[config.mk]
export PLATFORM = sky130hd
export DESIGN_NAME = axil_dnconv
export DESIGN_NICKNAME = d
export VERILOG_FILES = /design/src/rtl/dnconv_pkg.sv /design/src/rtl/dnconv_lane_pick.sv /design/src/rtl/dnconv_wr.sv /design/src/rtl/dnconv_rd.sv /design/src/rtl/axil_dnconv.sv
export SDC_FILE = /design/constraint.sdc
export NUM_CORES = 1
export LEC_CHECK = 0
export BUFFER_PORTS_ARGS = -buffer_cell sky130_fd_sc_hd__buf_2
export CORE_UTILIZATION = 46
export DETAILED_ROUTE_END_ITERATION = 7
export GPL_TIMING_DRIVEN = 0
export HOLD_SLACK_MARGIN = 0.02
export PLACE_DENSITY = 0.79
export SLEW_MARGIN = 5
export SYNTH_ARGS = -nofsm -noshare
export SYNTH_HDL_FRONTEND = slang
export SYNTH_SLANG_ARGS = --single-unit
[constraint.sdc]
create_clock -name clk -period 2.4 [get_ports clk]
set_input_delay 0.6 -clock clk [delete_from_list [all_inputs] [get_ports clk]]
set_output_delay 0.6 -clock clk [all_outputs]
set_load 0.01 [all_outputs]
[src/rtl/dnconv_pkg.sv]
package dnconv_pkg;
  typedef enum logic [1:0] {PH_IDLE, PH_ISSUE, PH_RESP, PH_DONE} phase_t;

  // Most severe of two response codes (higher code is worse)
  function automatic logic [1:0] resp_worse(input logic [1:0] a, input logic [1:0] b);
    return (a > b) ? a : b;
  endfunction
endpackage

[src/rtl/dnconv_lane_pick.sv]
module dnconv_lane_pick #(
  parameter int LANES = 2,
  parameter int IW    = (LANES > 1) ? $clog2(LANES) : 1
) (
  input  logic [LANES-1:0] mask,
  input  logic [IW:0]      from,
  output logic             found,
  output logic [IW-1:0]    lane
);
  // Lowest active lane at or above 'from'
  always_comb begin
    found = 1'b0;
    lane  = '0;
    for (int i = LANES - 1; i >= 0; i--) begin
      if (mask[i] && (i >= int'(from))) begin
        found = 1'b1;
        lane  = IW'(i);
      end
    end
  end
endmodule

[src/rtl/dnconv_wr.sv]
module dnconv_wr
  import dnconv_pkg::*;
#(
  parameter int AW = 32,
  parameter int WW = 32,
  parameter int NW = 16
) (
  input  logic            clk,
  input  logic            rst,
  input  logic            start,
  input  logic [AW-1:0]   addr_in,
  input  logic [WW-1:0]   data_in,
  input  logic [WW/8-1:0] strb_in,
  output logic            busy,
  output logic            m_aw_valid,
  input  logic            m_aw_ready,
  output logic [AW-1:0]   m_aw_addr,
  output logic            m_w_valid,
  input  logic            m_w_ready,
  output logic [NW-1:0]   m_w_data,
  output logic [NW/8-1:0] m_w_strb,
  input  logic            m_b_valid,
  output logic            m_b_ready,
  input  logic [1:0]      m_b_resp,
  output logic            s_b_valid,
  input  logic            s_b_ready,
  output logic [1:0]      s_b_resp
);
  localparam int LANES = WW / NW;
  localparam int NB    = NW / 8;
  localparam int WB    = WW / 8;
  localparam int IW    = (LANES > 1) ? $clog2(LANES) : 1;

  phase_t          phase_q;
  logic [AW-1:0]   base_q;
  logic [WW-1:0]   data_q;
  logic [WB-1:0]   strb_q;
  logic [IW-1:0]   lane_q;
  logic            aw_done_q, w_done_q;
  logic [1:0]      resp_q;

  logic [WB-1:0]    src_strb;
  logic [LANES-1:0] lane_hit;
  logic [IW:0]      pick_from;
  logic             pick_found;
  logic [IW-1:0]    pick_lane;
  logic             aw_hs, w_hs;

  assign src_strb  = (phase_q == PH_IDLE) ? strb_in : strb_q;
  assign pick_from = (phase_q == PH_IDLE) ? '0 : ({1'b0, lane_q} + 1'b1);

  for (genvar g = 0; g < LANES; g++) begin : g_hit
    assign lane_hit[g] = |src_strb[g*NB +: NB];
  end

  dnconv_lane_pick #(.LANES(LANES), .IW(IW)) u_pick (
    .mask (lane_hit),
    .from (pick_from),
    .found(pick_found),
    .lane (pick_lane)
  );

  assign aw_hs = m_aw_valid && m_aw_ready;
  assign w_hs  = m_w_valid && m_w_ready;

  always_ff @(posedge clk) begin
    if (rst) begin
      phase_q   <= PH_IDLE;
      base_q    <= '0;
      data_q    <= '0;
      strb_q    <= '0;
      lane_q    <= '0;
      aw_done_q <= 1'b0;
      w_done_q  <= 1'b0;
      resp_q    <= 2'd0;
    end else begin
      case (phase_q)
        PH_IDLE: if (start) begin
          base_q    <= addr_in & ~(AW'(WB - 1));
          data_q    <= data_in;
          strb_q    <= strb_in;
          resp_q    <= 2'd0;
          aw_done_q <= 1'b0;
          w_done_q  <= 1'b0;
          lane_q    <= pick_lane;
          phase_q   <= pick_found ? PH_ISSUE : PH_DONE;
        end
        PH_ISSUE: begin
          if (aw_hs) aw_done_q <= 1'b1;
          if (w_hs)  w_done_q  <= 1'b1;
          if ((aw_done_q || aw_hs) && (w_done_q || w_hs)) phase_q <= PH_RESP;
        end
        PH_RESP: if (m_b_valid) begin
          resp_q    <= resp_worse(resp_q, m_b_resp);
          aw_done_q <= 1'b0;
          w_done_q  <= 1'b0;
          lane_q    <= pick_lane;
          phase_q   <= pick_found ? PH_ISSUE : PH_DONE;
        end
        PH_DONE: if (s_b_ready) phase_q <= PH_IDLE;
        default: phase_q <= PH_IDLE;
      endcase
    end
  end

  assign busy       = (phase_q != PH_IDLE);
  assign m_aw_valid = (phase_q == PH_ISSUE) && !aw_done_q;
  assign m_w_valid  = (phase_q == PH_ISSUE) && !w_done_q;
  assign m_aw_addr  = base_q + AW'(lane_q) * AW'(NB);
  assign m_w_data   = data_q[lane_q*NW +: NW];
  assign m_w_strb   = strb_q[lane_q*NB +: NB];
  assign m_b_ready  = (phase_q == PH_RESP);
  assign s_b_valid  = (phase_q == PH_DONE);
  assign s_b_resp   = resp_q;
endmodule

[src/rtl/dnconv_rd.sv]
module dnconv_rd
  import dnconv_pkg::*;
#(
  parameter int AW = 32,
  parameter int WW = 32,
  parameter int NW = 16
) (
  input  logic          clk,
  input  logic          rst,
  input  logic          start,
  input  logic [AW-1:0] addr_in,
  output logic          busy,
  output logic          m_ar_valid,
  input  logic          m_ar_ready,
  output logic [AW-1:0] m_ar_addr,
  input  logic          m_r_valid,
  output logic          m_r_ready,
  input  logic [NW-1:0] m_r_data,
  input  logic [1:0]    m_r_resp,
  output logic          s_r_valid,
  input  logic          s_r_ready,
  output logic [WW-1:0] s_r_data,
  output logic [1:0]    s_r_resp
);
  localparam int LANES = WW / NW;
  localparam int NB    = NW / 8;
  localparam int WB    = WW / 8;
  localparam int IW    = (LANES > 1) ? $clog2(LANES) : 1;

  phase_t        phase_q;
  logic [AW-1:0] base_q;
  logic [IW-1:0] lane_q;
  logic [WW-1:0] acc_q;
  logic [1:0]    resp_q;

  always_ff @(posedge clk) begin
    if (rst) begin
      phase_q <= PH_IDLE;
      base_q  <= '0;
      lane_q  <= '0;
      acc_q   <= '0;
      resp_q  <= 2'd0;
    end else begin
      case (phase_q)
        PH_IDLE: if (start) begin
          base_q  <= addr_in & ~(AW'(WB - 1));
          lane_q  <= '0;
          resp_q  <= 2'd0;
          phase_q <= PH_ISSUE;
        end
        PH_ISSUE: if (m_ar_ready) phase_q <= PH_RESP;
        PH_RESP: if (m_r_valid) begin
          acc_q[lane_q*NW +: NW] <= m_r_data;
          resp_q <= resp_worse(resp_q, m_r_resp);
          if (lane_q == IW'(LANES - 1)) begin
            phase_q <= PH_DONE;
          end else begin
            lane_q  <= lane_q + 1'b1;
            phase_q <= PH_ISSUE;
          end
        end
        PH_DONE: if (s_r_ready) phase_q <= PH_IDLE;
        default: phase_q <= PH_IDLE;
      endcase
    end
  end

  assign busy       = (phase_q != PH_IDLE);
  assign m_ar_valid = (phase_q == PH_ISSUE);
  assign m_ar_addr  = base_q + AW'(lane_q) * AW'(NB);
  assign m_r_ready  = (phase_q == PH_RESP);
  assign s_r_valid  = (phase_q == PH_DONE);
  assign s_r_data   = acc_q;
  assign s_r_resp   = resp_q;
endmodule

[src/rtl/axil_dnconv.sv]
module axil_dnconv #(
  parameter int ADDR_W   = 32,
  parameter int WIDE_W   = 32,
  parameter int NARROW_W = 16
) (
  input  logic                  clk,
  input  logic                  rst,
  input  logic                  s_aw_valid,
  output logic                  s_aw_ready,
  input  logic [ADDR_W-1:0]     s_aw_addr,
  input  logic                  s_w_valid,
  output logic                  s_w_ready,
  input  logic [WIDE_W-1:0]     s_w_data,
  input  logic [WIDE_W/8-1:0]   s_w_strb,
  output logic                  s_b_valid,
  input  logic                  s_b_ready,
  output logic [1:0]            s_b_resp,
  input  logic                  s_ar_valid,
  output logic                  s_ar_ready,
  input  logic [ADDR_W-1:0]     s_ar_addr,
  output logic                  s_r_valid,
  input  logic                  s_r_ready,
  output logic [WIDE_W-1:0]     s_r_data,
  output logic [1:0]            s_r_resp,
  output logic                  m_aw_valid,
  input  logic                  m_aw_ready,
  output logic [ADDR_W-1:0]     m_aw_addr,
  output logic                  m_w_valid,
  input  logic                  m_w_ready,
  output logic [NARROW_W-1:0]   m_w_data,
  output logic [NARROW_W/8-1:0] m_w_strb,
  input  logic                  m_b_valid,
  output logic                  m_b_ready,
  input  logic [1:0]            m_b_resp,
  output logic                  m_ar_valid,
  input  logic                  m_ar_ready,
  output logic [ADDR_W-1:0]     m_ar_addr,
  input  logic                  m_r_valid,
  output logic                  m_r_ready,
  input  logic [NARROW_W-1:0]   m_r_data,
  input  logic [1:0]            m_r_resp
);
  logic wr_busy, rd_busy, idle, wr_go, rd_go;

  // One transaction at a time; a complete write request wins over a read
  assign idle  = !wr_busy && !rd_busy;
  assign wr_go = idle && s_aw_valid && s_w_valid;
  assign rd_go = idle && s_ar_valid && !(s_aw_valid && s_w_valid);

  assign s_aw_ready = wr_go;
  assign s_w_ready  = wr_go;
  assign s_ar_ready = rd_go;

  dnconv_wr #(.AW(ADDR_W), .WW(WIDE_W), .NW(NARROW_W)) u_wr (
    .clk(clk), .rst(rst), .start(wr_go),
    .addr_in(s_aw_addr), .data_in(s_w_data), .strb_in(s_w_strb), .busy(wr_busy),
    .m_aw_valid(m_aw_valid), .m_aw_ready(m_aw_ready), .m_aw_addr(m_aw_addr),
    .m_w_valid(m_w_valid), .m_w_ready(m_w_ready), .m_w_data(m_w_data), .m_w_strb(m_w_strb),
    .m_b_valid(m_b_valid), .m_b_ready(m_b_ready), .m_b_resp(m_b_resp),
    .s_b_valid(s_b_valid), .s_b_ready(s_b_ready), .s_b_resp(s_b_resp)
  );

  dnconv_rd #(.AW(ADDR_W), .WW(WIDE_W), .NW(NARROW_W)) u_rd (
    .clk(clk), .rst(rst), .start(rd_go), .addr_in(s_ar_addr), .busy(rd_busy),
    .m_ar_valid(m_ar_valid), .m_ar_ready(m_ar_ready), .m_ar_addr(m_ar_addr),
    .m_r_valid(m_r_valid), .m_r_ready(m_r_ready), .m_r_data(m_r_data), .m_r_resp(m_r_resp),
    .s_r_valid(s_r_valid), .s_r_ready(s_r_ready), .s_r_data(s_r_data), .s_r_resp(s_r_resp)
  );
endmodule

==> flow_results.org <==
** Hold path
- Start point of the worst min-delay path :: s_ar_addr[13]
- Along the worst hold path, the cell count comes to 3.
- Tightest Hold Check Type :: in -> reg
- Terminating pin of the worst hold path :: u_rd.base_q[13]

** Drt
- Detailed Routing Iterations Pass 1 :: 7
- For this block, the initial DRC count from the detailed router was 399.
- The count of nets left with antenna violations once routing finished came out at 0.
- Post-detailed-route DRC marker count :: 0
- Post-detailed-route via-to-cell ratio :: 5.07
- The routed layout has 5648 vias.
- WL final :: 15900 µm
- Mean routed wirelength per cell :: 14.3 µm

** Synth
- Most frequent cells after synthesis :: 268 x nand2_1, 140 x dfxtp_1, 135 x a21oi_1
- The synthesized design contains 140 register bits.
- Counting distinct cell types in the post-synthesis netlist gives 39.
- Mux cell area share after synthesis :: 4.26%
- The synthesized netlist devotes 0% of its cell area to XOR and XNOR gates.
- Seq/Total Area, Yosys :: 51.4%
- nand2_1 is the most common cell in the netlist.
- The synthesized design contains 0 enable-type register cells.
- Number of warnings reported in the yosys synthesis log :: 0
- After synthesis, the largest area contributor takes up 51.4% of total cell area.
- In the post-synthesis netlist, the biggest area contributors are dfxtp_1 51%, nand2_1 18%, a21oi_1 12%, mux2_2 3.7%, clkbuf_1 1.8%.
- In this run the cell area of the synthesized design comes to 0.00546 mm².
- The synthesized netlist devotes 0.917% of its cell area to adder and majority cells.
- By area, the combinational part of the netlist is dominated by simple AND/OR/NAND/NOR gates.
- Ys async rst share :: 0%
- Of all cell types, the one taking the most synthesized area is dfxtp_1.
- Summing the areas of all compound-gate instances in the mapped netlist gives 15.0% of the synthesized area.
- Avg Synthesized Cell Area :: 7.86 µm²
- Synth Flop Type :: dfxtp_1
- Synthesis produced 694 cells.
- Simple-gate share of the synthesized area :: 22.7%

** Critical path
- R2R Path Start :: u_rd.phase_q[1]
- Among cell families on the critical path, the largest total delay comes from simple AND/OR/NAND/NOR gates.
- Required @ worst endpoint :: 1800 ps
- Worst Path Arrival :: 1720 ps
- The critical path in this run is classified as reg -> out.
- Along the worst path, the maximum fanout reaches 4.
- Worst Setup End Kind :: primary output
- Number of buffer and inverter instances along the worst setup path :: 3
- Counting cells, the worst reg-to-reg path comes to 8.
- The worst register-to-register path ends at u_wr.data_q[5].
- STA classifies the critical path startpoint as a flop.
- Cells along the critical path :: nand4bb_4 > or3_4 > inv_4 > buf_4 > buf_2
- Max incr delay on CP :: 410 ps
- The slowest stage of the critical path is the or3_4 cell.
- Across all register-to-register paths, the minimum setup slack is 530 ps.

** Power and ir drop
- The clock network accounts for 41.7% of the total power.
- Leakage power of the design :: 3.43 nW
- For this design the ratio of total power to cell area is 739 mW/mm².
- NetSw :: 1.38 mW
- IR analysis of the VDD net gives a maximum drop of 680 µV.
- Sequential cells account for 45.3% of the total power.
- Fraction of power consumed by combinational cells :: 13.0%
- The internal portion of the total power is 4.13 mW.
- Of the total power, the share spent switching nets is 25.0%.

** Status
- The flow ran to the end, and the final reports show no timing, DRC or antenna violations.

** Clock network
- The tree is rooted in a clkbuf_16.
- Clock sink count :: 140
- The clock passes through at most 2 buffers.
- For the worst-skew pair, the clock arrives at the later sink with an insertion delay of 420 ps.
- The H-tree generated during clock tree synthesis spans 4 levels.
- TritonCTS buffer count :: 17
- CTS clock-pin slew for the worst setup and hold paths :: 60 ps
- TritonCTS built the clock tree.

** Placed design
- Placer's final routability congestion estimate :: 0.827
- The count of buffers added on input and output ports is 253.
- Setup slack at placement :: -302 ps
- The HPWL after detailed placement is 11800 µm.
- Area after detailed placement :: 0.00691 mm²

** STA
- For the finished layout, the period the worst path requires is 2320 ps.
- For this run, the top clock speed supported by timing is 0.431 GHz.
- Dividing the final minimum period by the clock period gives 96.8%.
- At the pin with the least slew margin, the transition time is 601 ps.
- Final Max Slew Viols :: 0
- Worst hold slack :: 412 ps
- Unrepaired setup endpoints after global routing :: no
- Setup slack after layout :: 77.3 ps
- Count of endpoints failing hold in the final timing report :: 0
- Setup violations remaining at the end of the flow were counted as 0.
- Slew margin rel. :: 59.9%
- Across the routed clock network, the largest skew measured is 4.72 ps.
- Final sum of negative setup slack :: 0 ps

** Floorplanning
- The die covers 0.0123 mm².
- Height of the die :: 111 µm
- During I/O placement, the number of pins put on the boundary was 260.
- For this configuration, the core starts out at a cell density of 47.6%.
- Measured along the x axis, the die boundary spans 111 µm.
- Row cnt :: 39
- The core region is 0.0115 mm².

** Global routing
- The initial antenna violation count came to 0.
- Via count of the first global-routing pass :: 5406
- Maximum number of pins on one net before global-route repair :: 17
- First-pass GRT wire length :: 25600 µm
- In the global route stage, overall resource usage came out at 26.4%.
- Overflow after GRT :: 0

** Cells and area
- In the final design database the tool counted 1100 nets.
- The area growth from synthesis to layout is 36.5%.
- Total of fill cells in the finished design :: 1013
- Summing all multi-input logic gate instances after layout gives 0.00238 mm².
- Ant diodes :: 0
- The sequential cells in the finished layout cover a total of 0.00280 mm².
- The post-route netlist has 33.8% of its cells at a drive strength greater than 1.
- Layout Cell Area excl Fill :: 0.00745 mm²

** Run
- The tool flagged a number of max-cap violations equal to 0.
how the worst max path moves through the flow:
stage / start / endpoint / slack, ps / depth (start not counted)
after global placement: s_aw_valid / s_w_ready / -260 / 8
after detailed placement: s_aw_valid / s_w_ready / -300 / 8
after global routing: u_wr.phase_q[0] / s_b_valid / 3 / 4
after floorplan: s_aw_valid / s_w_ready / 220 / 6
after CTS: u_wr.lane_q / m_w_data[14] / 30 / 4
final: u_rd.phase_q[1] / s_w_ready / 80 / 5
per-stage QoR:
stage | power [mW] | cells | util [%]
4_1_cts | 5.54 | 1116 | 65.1
2_1_floorplan | 2.92 | 695 | -
3_5_place_dp | 3.24 | 1091 | 60.2
5_1_grt | 5.74 | 1115 | 65.0
6_report | 5.51 | 1115 | 65.0
3_3_place_gp | 3.23 | 1091 | 60.2
registers in the layout, summed over array words and instances (netlist names), 2 cells and up:
register,cells
u_rd.base_q,30
u_rd.s_r_resp,2
u_rd.phase_q,2
u_wr.strb_q,4
u_rd.s_r_data,32
u_wr.s_b_resp,2
u_wr.data_q,32
u_wr.phase_q,2
u_wr.base_q,30
cell type report:
class / instances / area share [%]
Clock buffer: 24 / 6.60
Buffer: 49 / 3.44
Inverter: 10 / 0.571
Sequential cell: 140 / 37.6
Timing Repair Buffer: 255 / 17.2
Tap cell: 143 / 2.40
Multi-Input combinational cell: 491 / 32.0
Clock inverter: 3 / 0.201
cell usage in the layout, fill, tap and decap left out, types with 2 or more instances in the layout:
cell type / netlist / final
dfxtp_1: 140 / 140
nor2_1: 13 / 12
a31oi_1: 4 / 4
nand2_1: 268 / 268
buf_4: 5 / 7
clkbuf_16: 0 / 17
inv_1: 9 / 8
clkbuf_8: 0 / 4
nor3_1: 4 / 4
o211ai_1: 5 / 5
a21oi_1: 135 / 135
nand2b_1: 4 / 4
mux2_2: 18 / 18
nor4b_1: 2 / 2
nand4_1: 2 / 2
buf_2: 18 / 268
conb_1: 1 / 2
and3_1: 2 / 2
nor2b_1: 4 / 4
ha_1: 4 / 4
and2_1: 2 / 2
o22ai_1: 2 / 2
inv_4: 0 / 2
clkinv_2: 0 / 3
o21ai_0: 4 / 4
mux2i_1: 3 / 3
buf_6: 4 / 4
clkbuf_1: 26 / 26
metal layers:
metal	vias up	track usage [%]	part of all wire [%]
li1	2815	-	-
met1	2582	30.3	40
met2	213	44.2	49
met3	38	8.26	7.2
met4	0	13.2	3.4
met5	-	0	0
repair_timing:
item                       in CTS  in global routing
hold buffers                    0                  0
buffers inserted                2                  0
gates resized for setup        11                  0
setup endpoints to repair      14                  9
power by group through the flow:
stage,logic (mW),clock network [mW],registers (mW)
4_1_cts,0.719,2.33,2.49
6_report,0.715,2.30,2.50
5_1_grt,0.791,2.44,2.51
2_1_floorplan,0.357,0,2.57
3_3_place_gp,0.695,0,2.53
3_5_place_dp,0.704,0,2.54
cell families after synthesis:
kind of cell | Yosys count
flip-flops | 140
buffers and inverters | 64
multiplexers | 21
adder cells (fa/ha/maj) | 4
AND/OR/NAND/NOR | 308
other | 1
AO/OA/AOI/OAI | 156
worst min-delay path, cell delays in order:
cell and delay (ps):
buf_2 90, nand2_1 40, a21oi_1 50
No activity file was read; power rests on OpenSTA's default activity.
